==> config.mk <==
export PLATFORM = sky130hd
export DESIGN_NAME = usb_rx_event_reg
export DESIGN_NICKNAME = d
export VERILOG_FILES = /design/src/rtl/rxev_pkg.sv /design/src/rtl/rxev_pkt_flag.sv /design/src/rtl/rxev_ovr_bank.sv /design/src/rtl/rxev_mask_reg.sv /design/src/rtl/usb_rx_event_reg.sv
export SDC_FILE = /design/constraint.sdc
export NUM_CORES = 1
export LEC_CHECK = 0
export CORE_MARGIN = 5
export CORE_UTILIZATION = 39
export CTS_BUF_LIST = sky130_fd_sc_hd__clkbuf_4
export CTS_CLUSTER_SIZE = 14
export DETAILED_ROUTE_END_ITERATION = 8
export GPL_ROUTABILITY_DRIVEN = 0
export GPL_TIMING_DRIVEN = 0
export PLACE_DENSITY = 0.8
export SYNTH_ARGS = -nofsm -noshare
export SYNTH_HDL_FRONTEND = slang
export SYNTH_SLANG_ARGS = --single-unit
==> constraint.sdc <==
create_clock -name clk -period 0.9 [get_ports clk]
set_input_delay 0.18 -clock clk [delete_from_list [all_inputs] [get_ports clk]]
set_output_delay 0.18 -clock clk [all_outputs]
set_load 0.01 [all_outputs]
==> src/rtl/rxev_pkg.sv <==
package rxev_pkg;
   typedef enum logic {
      SEL_EVENT = 1'b0,
      SEL_MASK  = 1'b1
   } reg_sel_e;
endpackage

==> src/rtl/rxev_pkt_flag.sv <==
module rxev_pkt_flag #(
   parameter bit IGNORE_ERR = 1'b0
) (
   input  logic clk,
   input  logic rst_n,
   input  logic done_i,
   input  logic err_i,
   input  logic clr_i,
   output logic flag_o
);
   logic set_c;
   logic flag_q;

   generate
      if (IGNORE_ERR) begin : g_done_only
         assign set_c = done_i;
         // an error alone never raises the flag
         assert_err_ignored_R3: assert property (@(posedge clk) disable iff (!rst_n)
            (!done_i && !flag_q) |=> !flag_q);
      end else begin : g_done_or_err
         assign set_c = done_i | err_i;
         assert_err_sets_R2: assert property (@(posedge clk) disable iff (!rst_n)
            err_i |=> flag_q);
      end
   endgenerate

   always_ff @(posedge clk or negedge rst_n) begin
      if (!rst_n)      flag_q <= 1'b0;
      else if (set_c)  flag_q <= 1'b1;
      else if (clr_i)  flag_q <= 1'b0;
   end

   assign flag_o = flag_q;

   assert_done_sets_R2: assert property (@(posedge clk) disable iff (!rst_n)
      done_i |=> flag_q);
   assert_stat_clears_R4: assert property (@(posedge clk) disable iff (!rst_n)
      (clr_i && !done_i && !err_i) |=> !flag_q);
   assert_set_wins_R9: assert property (@(posedge clk) disable iff (!rst_n)
      (clr_i && done_i) |=> flag_q);
endmodule

==> src/rtl/rxev_ovr_bank.sv <==
module rxev_ovr_bank #(
   parameter int N = 4
) (
   input  logic         clk,
   input  logic         rst_n,
   input  logic [N-1:0] ovr_i,
   input  logic         clr_i,
   output logic [N-1:0] flag_o
);
   logic [N-1:0] flag_q;

   for (genvar i = 0; i < N; i++) begin : g_bit
      always_ff @(posedge clk or negedge rst_n) begin
         if (!rst_n)        flag_q[i] <= 1'b0;
         else if (ovr_i[i]) flag_q[i] <= 1'b1;
         else if (clr_i)    flag_q[i] <= 1'b0;
      end

      assert_ovr_sets_R5: assert property (@(posedge clk) disable iff (!rst_n)
         ovr_i[i] |=> flag_q[i]);
      assert_ovr_clears_R5: assert property (@(posedge clk) disable iff (!rst_n)
         (clr_i && !ovr_i[i]) |=> !flag_q[i]);
   end

   assign flag_o = flag_q;
endmodule

==> src/rtl/rxev_mask_reg.sv <==
module rxev_mask_reg #(
   parameter int W = 8
) (
   input  logic         clk,
   input  logic         rst_n,
   input  logic         we_i,
   input  logic [W-1:0] wdata_i,
   output logic [W-1:0] mask_o
);
   logic [W-1:0] mask_q;

   always_ff @(posedge clk or negedge rst_n) begin
      if (!rst_n)    mask_q <= '0;
      else if (we_i) mask_q <= wdata_i;
   end

   assign mask_o = mask_q;

   assert_mask_write_R7: assert property (@(posedge clk) disable iff (!rst_n)
      we_i |=> (mask_q == $past(wdata_i)));
endmodule

==> src/rtl/usb_rx_event_reg.sv <==
module usb_rx_event_reg #(
   parameter int                 NUM_FIFO   = 4,
   parameter int                 REG_W      = 8,
   parameter logic [NUM_FIFO-1:0] ERR_IGNORE = 4'b0001
) (
   input  logic                clk,
   input  logic                rst_n,
   input  logic [NUM_FIFO-1:0] pkt_done_i,
   input  logic [NUM_FIFO-1:0] pkt_err_i,
   input  logic [NUM_FIFO-1:0] ovr_i,
   input  logic [NUM_FIFO-1:0] stat_rd_i,
   input  logic                reg_sel,
   input  logic                reg_rd,
   input  logic                reg_wr,
   input  logic [REG_W-1:0]    reg_wdata,
   output logic [REG_W-1:0]    reg_rdata,
   output logic                rx_ev_o
);
   import rxev_pkg::*;

   localparam int EV_W = 2 * NUM_FIFO;

   generate
      if (EV_W != REG_W) begin : g_bad_width
         $error("REG_W must equal twice NUM_FIFO");
      end
      if (NUM_FIFO < 1) begin : g_bad_count
         $error("NUM_FIFO must be at least one");
      end
   endgenerate

   logic [NUM_FIFO-1:0] pkt_flag;
   logic [NUM_FIFO-1:0] ovr_flag;
   logic [REG_W-1:0]    ev_q;
   logic [REG_W-1:0]    mask_q;
   logic                ev_read;
   logic                mask_we;

   assign ev_read = reg_rd && (reg_sel_e'(reg_sel) == SEL_EVENT);
   assign mask_we = reg_wr && (reg_sel_e'(reg_sel) == SEL_MASK);

   for (genvar i = 0; i < NUM_FIFO; i++) begin : g_pkt
      rxev_pkt_flag #(
         .IGNORE_ERR (ERR_IGNORE[i])
      ) u_flag (
         .clk    (clk),
         .rst_n  (rst_n),
         .done_i (pkt_done_i[i]),
         .err_i  (pkt_err_i[i]),
         .clr_i  (stat_rd_i[i]),
         .flag_o (pkt_flag[i])
      );
   end

   rxev_ovr_bank #(
      .N (NUM_FIFO)
   ) u_ovr (
      .clk    (clk),
      .rst_n  (rst_n),
      .ovr_i  (ovr_i),
      .clr_i  (ev_read),
      .flag_o (ovr_flag)
   );

   rxev_mask_reg #(
      .W (REG_W)
   ) u_mask (
      .clk     (clk),
      .rst_n   (rst_n),
      .we_i    (mask_we),
      .wdata_i (reg_wdata),
      .mask_o  (mask_q)
   );

   assign ev_q      = {ovr_flag, pkt_flag};
   assign reg_rdata = (reg_sel_e'(reg_sel) == SEL_MASK) ? mask_q : ev_q;
   assign rx_ev_o   = |(ev_q & mask_q);

   assert_quiet_summary_R8: assert property (@(posedge clk) disable iff (!rst_n)
      (ev_q == '0) |-> !rx_ev_o);
   assert_reset_zero_R1: assert property (@(posedge clk)
      !rst_n |-> (ev_q == '0 && mask_q == '0));
endmodule

==> impl_metrics.tcl, run 1 <==
set metrics [dict create \
    placed_cell_area_um2 1100 \
    drive_gt1_share_pct 37.0 \
    final_area_um2 1170 \
    worst_slack_ns -0.453 \
    cp_max_fo 3 \
    rsz0062_at_grt "true" \
    viasPerCell 4.80 \
    relSlewSlack_pct 52.8 \
    die_w_um 52.6 \
    antenna_found_initial 0 \
    power_leakage_nw 0.519 \
    avgSynthCellArea_um2 12.2 \
    grt_use_total_pct 14.7 \
    r2r_start "g_pkt[0].u_flag.flag_o" \
    drt_first_iter_violations 4 \
    syn-cell-area_um2 708 \
    pwr_density_cell_nw_per_um2 1440 \
    cts_root_buffer "clkbuf_4" \
    post-route-util_pct 68.0 \
    io_buffer_count 36 \
    die_y_um 52.6 \
    tns_ns -3.13 \
    clock_sinks 16 \
    power_mw 1.69 \
    arrival_ns 1.17 \
    drv_slew 0 \
    fmax_mhz 739 \
    syn-num-nets 87 \
    cts_tree "done" \
    start_util_pct 41.0 \
    clkTransAtPathRegs_ns 0.09 \
    peakVddDrop_mv 0.925 \
    dp_worst_setup_slack_ns -1.04 \
    core_um2 1730 \
    hold_slack_ns -0.0776 \
    final_cell_mix "clkdlybuf4s50_1, dfrtp_1, mux2_2" \
    first_global_vias 649 \
    grt_max_degree 17 \
    cts_buffer_depth 2 \
    numCtsBuffers 3 \
    pwr-share-seq_pct 50.9 \
    place_hpwl_mm 1.33 \
    criticalPathCategory "reg -> out" \
    vias 600 \
    ys_seq_area_share_pct 56.5 \
    grt_pass1_wl_mm 2.89 \
    grt-ovfl-total 0 \
    crit_path_start "u_mask.mask_o[4]" \
    final_hold_viol_count 16 \
    rr_worst_depth 2 \
    pin_count 38 \
    cp.required_ns 0.72 \
    violations "hold timing, setup timing" \
    switching_power_mw 0.440 \
    critPathCaptureType "output port" \
    syn_to_final_growth_pct 65.7 \
    p_sw_share_pct 25.9 \
    internal_power_mw 1.26 \
    drc_errors 0 \
    final_nets 130 \
    rows 15 \
    period_share_pct 150 \
    setup_viol 9 \
    routed_wl_mm 1.80 \
    htreeDepth 1 \
    wl_per_cell_um 14.4 \
    clk-insertion-delay-late_ns 0.28 \
    dp.cells 119 \
    synth-seq-cells 16 \
    cts_hold_buf 0 \
    worstSetupStartpointType "register" \
    clock_power_share_pct 22.5 \
    outcome "finished with violations" \
    netlist_instances 58 \
    post_layout_nonfiller_instances 125 \
    die-area_um2 2770 \
    cap_violations 0 \
    fin_crit_ns 1.35 \
    num_antenna_cells 0 \
    drtPass1Iterations 4 \
    tightest_slew_ns 0.707 \
    combPwrFrac_pct 26.6 \
    ant_nets 0 \
    final_common_cell "clkdlybuf4s50_1" \
    yosysWarnings 0 \
    min_path_type "in -> async" \
    finClkSkew_ns 0 \
    synth_cell_types 12 \
]
## sequential cells by signal, indices dropped and copies added (netlist names)
| name | flops |
|---|---|
| u_mask.mask_o | 8 |
| u_ovr.flag_o | 4 |
| g_pkt.u_flag.flag_o | 4 |
## final timing paths
path                                               end  slack [ns]
worst max-delay path                           rx_ev_o       -0.45
max in group asynchronous       g_pkt[0].u_flag.flag_o        0.53
worst min register to register         u_ovr.flag_o[0]        0.55
min in group clk                       u_ovr.flag_o[2]        0.45
worst max register to register  g_pkt[0].u_flag.flag_o        0.09
worst min-delay path                  u_mask.mask_o[6]       -0.08
## critical path, stage by stage (launching register included)
cell     delay, ns
dfrtp_1       0.42
a22oi_2       0.21
nand4_1       0.11
buf_2         0.15
## synth_stat cells, drive strengths merged
master | n | share of area (%)
a21o | 5 | 5.3
a22oi | 4 | 4.2
buf | 1 | 1.1
dfrtp | 16 | 57
inv | 4 | 2.1
mux2 | 13 | 21
nand2 | 4 | 2.5
nand2b | 1 | 0.88
nand4 | 1 | 0.88
nor2 | 3 | 1.6
o21ai | 6 | 4.2
## routing by layer
metal	part of all wire, %	global-route usage, %	up-vias
met5	0	0	-
met4	3.0	11.1	0
met3	7.4	3.70	6
met2	52	24.2	23
met1	38	16.1	281
li1	-	-	290
## timing repair
action | in CTS | in global routing
endpoints found under the hold margin | 0 | 16
buffers inserted | 1 | 1
pin swaps | 4 | 1
gates resized for setup | 54 | 7
endpoints found under the setup margin | 20 | 25
## power groups by stage
stage	combinational, mW	clock, mW	sequential (mW)
2_1_floorplan	0.179	0	0.844
3_3_place_gp	0.416	0	0.856
3_5_place_dp	0.423	0	0.859
4_1_cts	0.440	0.402	0.854
5_1_grt	0.489	0.438	0.873
6_report	0.451	0.381	0.863
## logic make-up (layout without fill, tap and decap cells)
family / count (synthesis) / after routing / synth area share [%]
simple gates: 9 / 9 / 5.83
mux: 13 / 13 / 20.7
flops: 16 / 16 / 56.5
buf+inv: 5 / 47 / 3.18
compound gates: 15 / 15 / 13.8
## cell type report
cell class	instances	area, um^2
fillers	135	553
flip-flops and latches	16	400
repair buffers	38	368
multi-input cells	37	322
well taps	25	31.3
clock buffers	3	22.5
inverters	4	15.0
plain buffers	1	11.3
clock inverters	1	3.75
Note: power is estimated with default switching activity, not from simulation.
==> inputs of run 2 (changes only) <==
CORE_MARGIN = unset   (was 5)
SETUP_SLACK_MARGIN = 0.5   (was unset)
==> run 2 against run 1 <==
The flow still finishes with violations (hold timing, setup timing). Setup slack improved by 0.017 ns. Utilization rose by 6.8 points. Critical path depth unchanged. Final cell count grew 3.2%. Register-to-register slack got worse by 0.20 ns. Routed wire length is 1.7% higher. Clock skew unchanged. Maximum frequency rose by 1.2%.
==> impl_metrics.tcl, run 2 (synthesis results as in run 1) <==
set metrics [dict create \
    outcome "finished with violations" \
    violations "hold timing, setup timing" \
    cts_buffer_depth 2 \
    die-area_um2 1990 \
    die_y_um 44.6 \
    period_share_pct 149 \
    grt-ovfl-total 0 \
    fill_cells 118 \
    crit_slowest_cell "dfrtp_1" \
    cp_num_buf_inv 1 \
    worst_slack_ns -0.437 \
    ant_nets 0 \
    seqCellArea_um2 400 \
    numCtsBuffers 3 \
    setup_viol 12 \
    cap_violations 0 \
    post-route-util_pct 74.8 \
    largest_reg_flops 8 \
    final_area_um2 1280 \
    grt_pass1_wl_mm 2.88 \
    multi_input_area_um2 389 \
    final_hold_viol_count 16 \
    first_global_vias 690 \
    placed_cell_area_um2 1160 \
    vias 627 \
    cp_top_family "flip-flops" \
    criticalPathCategory "reg -> out" \
    cp_max_fo 3 \
    rows 15 \
    htreeDepth 1 \
    crit_path_start "u_mask.mask_o[6]" \
    cts_root_buffer "clkbuf_4" \
    max_stage_delay_ns 0.42 \
    final_cell_mix "clkdlybuf4s50_1, dfrtp_1, mux2_4" \
    clkTransAtPathRegs_ns 0.09 \
    pin_count 38 \
    relSlewSlack_pct 72.7 \
    num_antenna_cells 0 \
    hold_slack_ns -0.0984 \
    drt_first_iter_violations 2 \
    tightest_slew_ns 0.410 \
    power_mw 1.81 \
    start_util_pct 41.5 \
    die_w_um 44.6 \
    viasPerCell 4.86 \
    routed_wl_mm 1.83 \
    peakVddDrop_mv 0.908 \
    antenna_found_initial 0 \
    finClkSkew_ns 0 \
    crit_chain "a22oi_2, nand4_1, buf_2" \
    clk-insertion-delay-late_ns 0.28 \
    grt_max_degree 17 \
    r2r_start "u_mask.mask_o[2]" \
    power_leakage_nw 0.590 \
    critPathCaptureType "output port" \
    final_common_cell "clkdlybuf4s50_1" \
    min_path_type "in -> async" \
    clock_sinks 16 \
    io_buffer_count 36 \
    grt_use_total_pct 21.2 \
    final_nets 135 \
    wl_per_cell_um 14.2 \
    syn_to_final_growth_pct 80.4 \
    worstSetupStartpointType "register" \
    arrival_ns 1.16 \
    drc_errors 0 \
    drive_gt1_share_pct 47.1 \
    drtPass1Iterations 4 \
    fmax_mhz 748 \
    cp.required_ns 0.72 \
    fin_crit_ns 1.34 \
    drv_slew 0 \
    rsz0062_at_grt "true" \
    core_um2 1710 \
    pwr_density_cell_nw_per_um2 1410 \
    cts_tree "done" \
]
run 2: cell type report:
class / instances / area share (%)
plain buffers: 1 / 1.18
clock buffers: 3 / 1.76
inverters: 4 / 1.18
multi-input cells: 37 / 30.5
flip-flops and latches: 16 / 31.3
well taps: 25 / 2.45
repair buffers: 43 / 31.6
run 2: path summary, 6_finish.rpt:
check	cells after the start	slack, ns	end
max in group asynchronous	1	0.71	g_pkt[2].u_flag.flag_o
worst max register to register	3	-0.11	u_mask.mask_o[2]
worst min register to register	1	0.54	u_ovr.flag_o[0]
min in group clk	3	0.37	u_ovr.flag_o[3]
worst max-delay path	3	-0.44	rx_ev_o
worst min-delay path	1	-0.1	u_ovr.flag_o[0]
run 2: routing by layer:
| metal | global-route usage [%] | share of wire [%] | wire [um] |
|---|---|---|---|
| met5 | 0 | 0 | 0 |
| met4 | 13.3 | 0.66 | 12 |
| met3 | 5.71 | 4.8 | 87 |
| met2 | 38.2 | 55 | 1010 |
| met1 | 21.4 | 39 | 717 |
run 2: metrics by stage:
step | cells | setup WS, ns | setup TNS (ns)
after CTS | 127 | -0.460 | -3.34
final | 129 | -0.437 | -3.35
after global routing | 129 | -0.494 | -3.79
after global placement | 119 | -1.18 | -17.78
after floorplan | 58 | 0.0275 | 0
after detailed placement | 119 | -1.18 | -18.38
run 2: power by group:
| part | switching [mW] | internal [mW] | leakage [nW] |
|---|---|---|---|
| Combinational | 0.180 | 0.386 | 0.402 |
| Sequential | 0.0781 | 0.793 | 0.174 |
| Clock | 0.214 | 0.155 | 0.0138 |
run 2: repair_timing:
action | CTS | global route
pin swaps | 3 | 0
buffers inserted | 5 | 2
hold endpoints to repair | 16 | 16
cloned | 0 | 0
resized for setup | 65 | 7
endpoints found under the setup margin | 41 | 25
run 2: worst reg2reg max path: cells and delay by family (launching register included):
family                 cells  cell delay (ns)
flip-flops                 1             0.42
multiplexers               1             0.25
buffers and inverters      2             0.23
==> inputs of run 3 (changes only) <==
ABC_AREA = 1   (was unset)
CORE_UTILIZATION = 41   (was 39)
==> run 3 against run 2 <==
The flow still finishes with violations (hold timing, setup timing). Routed wire length rose by 47%. Area after synthesis rose by 13%. Total power rose by 12%. Global-route usage rose by 2.7 points. Critical path type unchanged. Critical endpoint unchanged.
==> impl_metrics.tcl, run 3 <==
set metrics [dict create \
    antenna_found_initial 0 \
    grt-ovfl-total 0 \
    post_layout_nonfiller_instances 177 \
    tightest_slew_ns 0.415 \
    grt_max_degree 17 \
    placed_cell_area_um2 1290 \
    syn-cell-area_um2 797 \
    yosys.area_share.adder_pct 0 \
    finClkSkew_ns 0 \
    crit_slowest_cell "dfrtp_1" \
    synth.area.mux_share_pct 0 \
    synthArstFlopShare_pct 100 \
    final_cell_mix "clkdlybuf4s50_1, nand2_1, buf_6" \
    power_mw 2.02 \
    final_hold_viol_count 16 \
    viasPerCell 4.94 \
    rows 15 \
    clk-insertion-delay-late_ns 0.30 \
    cp_num_buf_inv 1 \
    htreeDepth 1 \
    die_w_um 46.1 \
    yosys.area_share.simple_pct 26.4 \
    crit_chain "nand2_1, nand2_1, nor2_1, nand2_1, buf_2" \
    place_hpwl_mm 1.45 \
    die_y_um 46.1 \
    synth-seq-cells 16 \
    yosysWarnings 0 \
    fin_crit_ns 1.33 \
    grt_use_total_pct 23.9 \
    cp.required_ns 0.72 \
    wl_per_cell_um 15.2 \
    core_um2 1780 \
    criticalPathCategory "reg -> out" \
    final_common_cell "clkdlybuf4s50_1" \
    dp.cells 156 \
    cp_max_fo 2 \
    vias 875 \
    min_path_type "in -> async" \
    syn_to_final_growth_pct 94.3 \
    cap_violations 0 \
    crit_top_cell "nand2_1" \
    largest_reg_flops 8 \
    rsz0062_at_grt "true" \
    outcome "finished with violations" \
    routed_wl_mm 2.68 \
    fill_cells 86 \
    peakVddDrop_mv 0.964 \
    cts_tree "done" \
    netlist_instances 97 \
    cp_top_family "flip-flops" \
    max_stage_delay_ns 0.41 \
    hold_slack_ns -0.117 \
    cts_root_buffer "clkbuf_4" \
    worst_slack_ns -0.430 \
    synth_cell_types 14 \
    numCtsBuffers 3 \
    critPathCaptureType "output port" \
    yosys.area.top_type "dfrtp_1" \
    drtPass1Iterations 4 \
    synthTopCellsByArea "dfrtp_1, nand2_1, nand3_1, o21bai_1, o21ai_2" \
    syn-num-nets 126 \
    start_util_pct 44.7 \
    drc_errors 0 \
    pwr_density_cell_nw_per_um2 1300 \
    avgSynthCellArea_um2 8.22 \
    clock_sinks 16 \
    grt_pass1_wl_mm 3.49 \
    drt_first_iter_violations 7 \
    synth_top_family_by_area "simple AND/OR/NAND/NOR gates" \
    yosysTopAreaCellShare_pct 50.2 \
    pin_count 38 \
    period_share_pct 148 \
    synth_ff_type "dfrtp_1" \
    synth-xor-area-share_pct 0 \
    io_buffer_count 34 \
    cts_buffer_depth 2 \
    drv_slew 0 \
    worstSetupStartpointType "register" \
    setup_viol 9 \
    num_antenna_cells 0 \
    clkTransAtPathRegs_ns 0.11 \
    first_global_vias 853 \
    arrival_ns 1.15 \
    synth_edf_count 0 \
    violations "hold timing, setup timing" \
    ant_nets 0 \
    synth_most_common_cell "nand2_1" \
    final_nets 182 \
    synth_common_cells "nand2_1, dfrtp_1, inv_1, nand3_1, o21ai_0" \
    ys_seq_area_share_pct 50.2 \
    drive_gt1_share_pct 52.6 \
    relSlewSlack_pct 72.3 \
    fmax_mhz 752 \
    die-area_um2 2120 \
    synth_compound_area_share_pct 13.5 \
    power_leakage_nw 0.748 \
    final_area_um2 1550 \
]
run 3: changes by cell type after synthesis, moves of 5 or more:
cell and change:
nand2_1 +34, mux2_2 -13, nand3_1 +8, a21o_1 -5
inv_1 +5, o21bai_1 +5
run 3: where the power goes:
part           internal (mW)  switching (mW)  leakage [nW]
registers              0.784          0.0583         0.178
logic                  0.431           0.329         0.554
clock network          0.162           0.256        0.0154
run 3: per-stage QoR:
step,worst slack (ns),setup TNS (ns),util [%]
6_report,-0.430,-3.19,86.9
5_1_grt,-0.483,-3.42,86.9
4_1_cts,-0.414,-2.84,80.4
3_5_place_dp,-0.440,-8.23,72.4
3_3_place_gp,-0.431,-7.90,72.4
2_1_floorplan,0.0818,0,-
run 3: path summary, 6_finish.rpt:
path                       depth (start not counted)                      to                    from  slack [ns]
min in group clk                                   3        u_mask.mask_o[2]                  reg_wr        0.19
hold / removal                                     1  g_pkt[2].u_flag.flag_o                   rst_n       -0.12
max in group asynchronous                          1         u_ovr.flag_o[2]                   rst_n        0.72
setup reg to reg                                   4        u_mask.mask_o[1]        u_mask.mask_o[1]        0.05
hold reg to reg                                    2  g_pkt[2].u_flag.flag_o  g_pkt[2].u_flag.flag_o        0.54
setup / recovery                                   5                 rx_ev_o        u_mask.mask_o[2]       -0.43
run 3: layout make-up:
| type | count | area [um^2] | area share (%) |
|---|---|---|---|
| clock buffers | 3 | 22.5 | 1.45 |
| repair buffers | 51 | 505 | 32.6 |
| well taps | 25 | 31.3 | 2.02 |
| multi-input cells | 68 | 484 | 31.3 |
| plain buffers | 4 | 62.6 | 4.04 |
| inverters | 9 | 38.8 | 2.50 |
| clock inverters | 1 | 3.75 | 0.242 |
| flip-flops and latches | 16 | 400 | 25.8 |
run 3: per-layer routing:
metal	vias to the layer above	part of all wire, %	track usage [%]
met3	8	3.3	1.18
li1	419	-	-
met2	35	53	41.4
met1	413	40	29.1
met5	-	0	0
met4	0	2.9	14.1
run 3: timing repair:
item | CTS | global route
buffers inserted | 12 | 5
pin swaps | 9 | 9
resized for setup | 63 | 22
hold endpoints to repair | 16 | 16
setup endpoints to repair | 41 | 25
run 3: kinds of logic (layout without fill, tap and decap cells):
kind of cell,after synthesis,after routing
AOI/OAI and AO/OA,16,16
buffers and inverters,13,68
DFF,16,16
and+or+nand+nor,52,52
